**src/rtl/sio_cfg_pkg.sv**
```systemverilog
package sio_cfg_pkg;
  localparam int IDX_W  = 8;
  localparam int DATA_W = 8;
  localparam int NREG   = 1 << IDX_W;

  localparam logic [IDX_W-1:0]  FUNC_IDX  = 8'hF2;
  localparam logic [IDX_W-1:0]  BASE_IDX  = 8'hF4;
  localparam logic [DATA_W-1:0] FUNC_MASK = 8'h17;
  localparam logic [DATA_W-1:0] BASE_MASK = 8'hFE;

  typedef logic [IDX_W-1:0]  idx_t;
  typedef logic [DATA_W-1:0] byte_t;

  // Indices whose data-port writes are discarded
  function automatic logic idx_locked(input idx_t idx);
    return idx inside {[8'h00:8'hDF], [8'hE7:8'hEF], 8'hF0, 8'hF1,
                       8'hF5, 8'hF8, 8'hFD};
  endfunction

  // Writable indices with no hardware function behind them
  function automatic logic idx_spare(input idx_t idx);
    return !idx_locked(idx) && (idx != FUNC_IDX) && (idx != BASE_IDX);
  endfunction

  function automatic byte_t store_mask(input idx_t idx);
    if (idx == FUNC_IDX)      return FUNC_MASK;
    else if (idx == BASE_IDX) return BASE_MASK;
    else                      return '1;
  endfunction
endpackage

```
**src/rtl/sio_cfg_index.sv**
```systemverilog
module sio_cfg_index
  import sio_cfg_pkg::*;
(
  input  logic  clk,
  input  logic  rst_n,
  input  logic  idx_we,
  input  byte_t idx_wdata,
  output idx_t  idx_q
);
  idx_t idx_d;

  always_comb begin
    idx_d = idx_q;
    if (idx_we) idx_d = idx_wdata;
  end

  always_ff @(posedge clk or negedge rst_n) begin
    if (!rst_n) idx_q <= '0;
    else        idx_q <= idx_d;
  end

  assert_index_load_R1: assert property (@(posedge clk) disable iff (!rst_n)
    $past(idx_we) |-> idx_q == $past(idx_wdata));
endmodule

```
**src/rtl/sio_cfg_regfile.sv**
```systemverilog
module sio_cfg_regfile
  import sio_cfg_pkg::*;
(
  input  logic  clk,
  input  logic  rst_n,
  input  logic  dat_we,
  input  idx_t  idx,
  input  byte_t dat_wdata,
  output byte_t dat_rdata,
  output byte_t func_q,
  output byte_t base_q,
  output logic  unimp_q
);
  logic [NREG-1:0][DATA_W-1:0] regs_q, regs_d;
  logic unimp_d;
  logic store_en;

  assign store_en = dat_we && !idx_locked(idx);

  always_comb begin
    regs_d  = regs_q;
    unimp_d = 1'b0;
    if (store_en) begin
      regs_d[idx] = dat_wdata & store_mask(idx);
      unimp_d     = idx_spare(idx);
    end
  end

  always_ff @(posedge clk or negedge rst_n) begin
    if (!rst_n) begin
      regs_q  <= '0;
      unimp_q <= 1'b0;
    end else begin
      regs_q  <= regs_d;
      unimp_q <= unimp_d;
    end
  end

  assign dat_rdata = regs_q[idx];
  assign func_q    = regs_q[FUNC_IDX];
  assign base_q    = regs_q[BASE_IDX];

  assert_locked_hold_R3: assert property (@(posedge clk) disable iff (!rst_n)
    (dat_we && idx_locked(idx)) |=> $stable(regs_q));
  assert_func_mask_R4: assert property (@(posedge clk) disable iff (!rst_n)
    (dat_we && idx == FUNC_IDX) |=> func_q == ($past(dat_wdata) & FUNC_MASK));
  assert_base_mask_R5: assert property (@(posedge clk) disable iff (!rst_n)
    (dat_we && idx == BASE_IDX) |=> base_q == ($past(dat_wdata) & BASE_MASK));
  assert_unimp_source_R9: assert property (@(posedge clk) disable iff (!rst_n)
    unimp_q |-> ($past(dat_we) && idx_spare($past(idx))));
endmodule

```
**src/rtl/sio_serial_decode.sv**
```systemverilog
module sio_serial_decode
  import sio_cfg_pkg::*;
#(
  parameter int IO_AW      = 10,
  parameter int BASE_SHIFT = 2,
  parameter int EN_BIT     = 2,
  parameter int WIN_BITS   = BASE_SHIFT + 1
) (
  input  byte_t             func_q,
  input  byte_t             base_q,
  input  logic [IO_AW-1:0]  io_addr,
  output logic              dec_en,
  output logic              ser_cs,
  output logic [WIN_BITS-1:0] ser_offs
);
  localparam int BASE_W = DATA_W + BASE_SHIFT;

  logic [BASE_W-1:0] base_full;
  logic              hit;

  assign base_full = {base_q, {BASE_SHIFT{1'b0}}};
  assign dec_en    = func_q[EN_BIT];

  generate
    if (IO_AW <= BASE_W) begin : g_cmp_fit
      assign hit = io_addr[IO_AW-1:WIN_BITS] == base_full[IO_AW-1:WIN_BITS];
    end else begin : g_cmp_wide
      assign hit = (io_addr[IO_AW-1:BASE_W] == '0) &&
                   (io_addr[BASE_W-1:WIN_BITS] == base_full[BASE_W-1:WIN_BITS]);
    end
  endgenerate

  assign ser_cs   = dec_en && hit;
  assign ser_offs = io_addr[WIN_BITS-1:0];
endmodule

```
**src/rtl/sio_cfg_port.sv**
```systemverilog
module sio_cfg_port
  import sio_cfg_pkg::*;
#(
  parameter int IO_AW      = 10,
  parameter int BASE_SHIFT = 2,
  parameter int EN_BIT     = 2
) (
  input  logic             clk,
  input  logic             rst_n,
  input  logic             cfg_wr,
  input  logic             cfg_addr,
  input  logic [7:0]       cfg_wdata,
  output logic [7:0]       cfg_rdata,
  input  logic [IO_AW-1:0] io_addr,
  output logic             ser_cs,
  output logic [BASE_SHIFT:0] ser_offs,
  output logic             unimp_pulse
);
  localparam int WIN_BITS = BASE_SHIFT + 1;

  logic [1:0] rst_sync_q;
  logic       rst_int_n;
  idx_t       idx_q;
  byte_t      dat_rdata, func_q, base_q;
  logic       dec_en;
  logic       idx_we, dat_we;

  // Asynchronous assert, synchronous release
  always_ff @(posedge clk or negedge rst_n) begin
    if (!rst_n) rst_sync_q <= 2'b00;
    else        rst_sync_q <= {rst_sync_q[0], 1'b1};
  end
  assign rst_int_n = rst_sync_q[1];

  assign idx_we = cfg_wr && !cfg_addr;
  assign dat_we = cfg_wr &&  cfg_addr;

  sio_cfg_index u_index (
    .clk       (clk),
    .rst_n     (rst_int_n),
    .idx_we    (idx_we),
    .idx_wdata (cfg_wdata),
    .idx_q     (idx_q)
  );

  sio_cfg_regfile u_regs (
    .clk       (clk),
    .rst_n     (rst_int_n),
    .dat_we    (dat_we),
    .idx       (idx_q),
    .dat_wdata (cfg_wdata),
    .dat_rdata (dat_rdata),
    .func_q    (func_q),
    .base_q    (base_q),
    .unimp_q   (unimp_pulse)
  );

  sio_serial_decode #(
    .IO_AW      (IO_AW),
    .BASE_SHIFT (BASE_SHIFT),
    .EN_BIT     (EN_BIT),
    .WIN_BITS   (WIN_BITS)
  ) u_dec (
    .func_q   (func_q),
    .base_q   (base_q),
    .io_addr  (io_addr),
    .dec_en   (dec_en),
    .ser_cs   (ser_cs),
    .ser_offs (ser_offs)
  );

  assign cfg_rdata = cfg_addr ? dat_rdata : idx_q;

  assert_cs_gated_R7: assert property (@(posedge clk) disable iff (!rst_int_n)
    !dec_en |-> !ser_cs);
  assert_reset_quiet_R10: assert property (@(posedge clk)
    !rst_int_n |-> (!ser_cs && !unimp_pulse));
  assert_relocate_R8: assert property (@(posedge clk) disable iff (!rst_int_n)
    (dat_we && idx_q == BASE_IDX && dec_en) |=> $stable(dec_en));
endmodule

```
**config.mk**
```make
export PLATFORM = sky130hd
export DESIGN_NAME = sio_cfg_port
export DESIGN_NICKNAME = d
export VERILOG_FILES = /design/src/rtl/sio_cfg_pkg.sv /design/src/rtl/sio_cfg_index.sv /design/src/rtl/sio_cfg_regfile.sv /design/src/rtl/sio_serial_decode.sv /design/src/rtl/sio_cfg_port.sv
export SDC_FILE = /design/constraint.sdc
export NUM_CORES = 2
export LEC_CHECK = 0
export ABC_AREA = 1
export BUFFER_PORTS_ARGS = -buffer_cell sky130_fd_sc_hd__buf_2
export CORE_UTILIZATION = 30
export DETAILED_ROUTE_END_ITERATION = 10
export PLACE_DENSITY = 0.5
export SYNTH_ARGS = -nofsm -noshare
export SYNTH_HDL_FRONTEND = slang
export SYNTH_SLANG_ARGS = --single-unit
```
**constraint.sdc**
```tcl
create_clock -name clk -period 184.1 [get_ports clk]
set_input_delay 18.41 -clock clk [delete_from_list [all_inputs] [get_ports clk]]
set_output_delay 18.41 -clock clk [all_outputs]
set_load 0.01 [all_outputs]
```
Yosys cells after proc, flatten, opt, wreduce, memory -nomap -nowiden:

Cells that the tools add are included.

* register bits: 2059
* bits of input ports: 22

* order comparisons: 6
* equal/unequal tests: 10
* multiplexer cells: 10
* bitwise gates (word level): 1
* reductions and logical operators: 12

Operators by type and width (count)
* $bwmux W2048: 1
* $bmux W8 S8: 1
* $demux W8 S8: 1
* $eq A8 B8 Y1 const B: 7
* $mux W8: 5
* $ge A8 B1 Y1 const B: 2
* $le A8 B8 Y1 const B: 2
* $ne A8 B8 Y1 const B: 2
* $logic_and A1 B1 Y1: 9
* $lt A8 B9 Y1 const B: 1
* $and A8 B8 Y8: 1
* $ge A8 B8 Y1 const B: 1
* $eq A7 B7 Y1: 1
* $reduce_bool A7 Y1: 1
* $logic_not A1 Y1: 2
* $mux W1: 2

Logic depth before layout (Yosys ltp):

* word-level depth: 8
* gate-level depth with buffers: 18

Hierarchy:

A second synthesis with hierarchy kept.

* cell total of the unflattened synthesis: 10050
* area, all modules: 82552.9 um2

By module, submodules not included
* sio_cfg_regfile: instances 1, cells each 9939, area each 81897.3 um2
* sio_cfg_index: instances 1, cells each 34, area each 305.3 um2
* sio_serial_decode: instances 1, cells each 44, area each 180.2 um2
* sio_cfg_port: instances 1, cells each 33, area each 170.2 um2

Least setup slack after synthesis:

Ideal clock, no wire load.

* kind: in2out
* start: input cfg_addr
* end: output cfg_rdata[0]
* arrival time: 19.155 ns
* required time: 165.690 ns
* path slack: 146.535 ns
* stages on the path: 4
* cells stage by stage: clkbuf_1 clkbuf_1 nor2_1 nor2_1

* cells in the longest elaborated chain, start to end: 1

RTL lines
* start, declared: line sio_cfg_port.sv:11 `input logic cfg_addr,`
* $mux W8: line sio_cfg_port.sv:72 `assign cfg_rdata = cfg_addr ? dat_rdata : idx_q;`
* end, declared: line sio_cfg_port.sv:13 `output logic [7:0] cfg_rdata,`

No other way between the ends.

Worst setup path after layout:

* start: input io_addr[3]
* end: output ser_cs

* cells in the longest elaborated chain, start to end: 2

RTL lines
* start, declared: line sio_cfg_port.sv:14 `input logic [IO_AW-1:0] io_addr,`
* $eq A7 B7 Y1: line sio_serial_decode.sv:26 `assign hit = io_addr[IO_AW-1:WIN_BITS] == base_full[IO_AW-1:WIN_BITS];`
* $logic_and A1 B1 Y1: line sio_serial_decode.sv:33 `assign ser_cs = dec_en && hit;`
* end, declared: line sio_cfg_port.sv:15 `output logic ser_cs,`

No other way between the ends.

==> out/qor.yml <==
synth-edff-count: 0
design.die.area_um2: 273200
syn_inst: 9615
synth_cell_types: 31
tritoncts: "built"
p_leak_nw: 44.61
clkSlewWorstSetupHoldPaths_ns: 0.06
clkPwrFrac: 0.452
crit_type: "input port to output port"
rsz0062_at_grt: "no"
ys_warn_count: 0
drive_gt1_frac: 0.06134
post-synth-top-area-cell: "dfrtp_1"
routed_wirelength_mm: 182.1
intPower_mw: 0.7045
postLayoutCoreUtil: 0.3150
tns_ns: 0
cts-resized-gates: 0
crit_path_max_fanout: 1
drv_slew: 0
powerDensity_nw_per_um2: 11.10
ir_drop_v: 0.000008581
nFillCells: 27280
post_cts_buffers: 0
vias: 47420
cap_violations: 0
netlist_area_um2: 81350
hold_path.class: "flop to flop"
postRouteAntennaNets: 0
grt_antenna_before_repair: 4
root_buffer: "clkbuf_16"
avgSynthCellArea_um2: 8.460
grt.total_usage: 0.1361
tightest_slew_ns: 1.184
pwr-share-seq: 0.486
path_common_cell: "buf_2"
finalWeightedCongestion: 0.7749
critPathSlowestCell: "xnor2_1"
die_h_um: 522.7
drt-vias-per-instance: 4.173
critPathRequiredTime_ns: 165.69
initial_core_util: 0.3026
crit_path_start_kind: "input port"
multi_input_comb_area_um2: 20760
r2r_setup_slack_ns: 178.56
skew_ns: 0.05476
clkLatencyLatePin_ns: 0.86
grt_overflow: 0
cts.sinks: 2059
fin_nets: 7658
netSwitchingFraction: 0.2503
setup.worst_path.end_class: "output port"
status: "finished, final reports clean"
cts-htree-levels: 4
top_level_ports: 35
crit_chain: "buf_2 -> xnor2_1 -> nand2_1 -> nor4_1 -> buf_2"
wl_per_cell_um: 16.03
core_area_um2: 268900
rows: 190
clock_path_buffers: 3
dp_hpwl_mm: 97.66
area_growth_pct: 4.105
drtIter0Drc: 3327
yosysTopAreaCellShare: 0.6334
p_switching_mw: 0.2352
fmax_mhz: 26.24
synth_ff_type: "dfrtp_1"
hold_violations: 0
regArea_um2: 51540
ys_ff_latch: 2059
drt_pass1_iterations: 5
final.min_clock_period_ns: 38.10
p_comb_frac: 0.062
first_global_vias: 50020
ys_async_sr_fraction: 1.000
critical_path_arrival_ns: 19.69
cts_buffers: 205
hold_buffers: 0
yosys-top-cells-area: "dfrtp_1 (63%), nand2_1 (20%), clkbuf_1 (9.5%), nor2_1 (1.6%), buf_2 (1.2%)"
slowest_delay_ns: 0.56
port_buffers: 28
grt_pass1_wl_mm: 293.7
worst_slew_margin_rel: 0.2079
synth_most_common_cell: "nand2_1"
min_period_over_period: 0.2070
syn_nets: 9637
drc: 0
synth_common_cells: "nand2_1 (4252), dfrtp_1 (2059), clkbuf_1 (2051)"
grt_max_degree: 178
setup_violations: 0
yosysSeqAreaShare: 0.6334
die_w_um: 522.7
==> power by group through the flow <==
stage | Clock, mW | Sequential, mW | Combinational [mW]
floorplan | 0 | 0.471 | 0.0292
global placement | 0 | 0.465 | 0.0606
detailed placement | 0 | 0.465 | 0.0608
CTS | 0.438 | 0.457 | 0.0609
global route | 0.456 | 0.457 | 0.0639
finish | 0.425 | 0.457 | 0.0581
==> cell type report <==
type                            count  share of cell area
Timing Repair Buffer              113             0.01008
Multi-Input combinational cell   5221              0.2452
Clock buffer                      303             0.07074
Clock inverter                     77             0.01087
Inverter                           36            0.002068
Tap cell                         3552             0.05248
Antenna cell                        2          0.00005910
Sequential cell                  2059              0.6085
==> metrics by stage <==
| step | hold WS, ns | cells | cell area, um2 | total power [mW] | setup WS [ns] |
|---|---|---|---|---|---|
| final | 0.3524 | 11360 | 84690 | 0.9398 | 146.00 |
| after global routing | 0.3567 | 11360 | 84680 | 0.9761 | 145.97 |
| after CTS | 0.3558 | 11360 | 84680 | 0.9555 | 145.89 |
| after detailed placement | 0.3405 | 10980 | 77770 | 0.5258 | 145.90 |
| after global placement | 0.3369 | 10980 | 77770 | 0.5255 | 145.82 |
| after floorplan | 0.3312 | 9615 | 81350 | 0.5004 | 122.45 |
==> placed cells by master, fill, tap and decap left out, types with 13 or more instances in the layout <==
cell	count
bufinv_16	13
a21oi_1	104
nand4_1	97
buf_4	79
dfrtp_1	2056
clkbuf_1	51
inv_1	26
o21ai_0	127
clkbuf_8	45
nor2_1	342
o21ai_1	124
nand3_1	135
clkbuf_16	207
buf_2	28
clkinv_2	42
nand2_1	4252
==> worst max-delay path, delay by kind of cell <==
family | cells | cell delay [ns]
XOR/XNOR | 1 | 0.56
buffers and inverters | 2 | 0.37
AND/OR/NAND/NOR | 2 | 0.34
==> cell families after synthesis <==
group / Yosys count / share of synthesized area
XOR/XNOR: 4 / 0.0004307
AO/OA/AOI/OAI: 362 / 0.02249
buffers and inverters: 2335 / 0.1118
AND/OR/NAND/NOR: 4854 / 0.2319
flip-flops: 2059 / 0.6334
other: 1 / 0.00004610
==> sequential cells by signal, indices dropped and copies added (netlist names) <==
signal          count
u_regs.regs_q    2032
u_index.idx_q       8
u_regs.base_q       8
u_regs.func_q       8
rst_sync_q          2
u_regs.unimp_q      1
==> routing by layer <==
metal | GRT usage | vias up | wire length, um
li1 | - | 23780 | -
met1 | 0.1897 | 22680 | 88450
met2 | 0.2169 | 669 | 82190
met3 | 0.02125 | 291 | 6254
met4 | 0.04198 | 0 | 5205
met5 | 0 | - | 0
==> path summary, 6_finish.rpt <==
kind / start / cells past startpoint / to
min in group asynchronous: rst_sync_q[1] / 0 / u_regs.regs_q[1604]
worst max register to register: u_index.idx_q[1] / 10 / u_regs.base_q[3]
worst max-delay path: io_addr[3] / 5 / ser_cs
worst min-delay path: rst_sync_q[0] / 0 / rst_sync_q[1]
worst min register to register: rst_sync_q[0] / 0 / rst_sync_q[1]
max in group asynchronous: rst_n / 1 / rst_sync_q[1]
(Power assumes the default switching activity.)
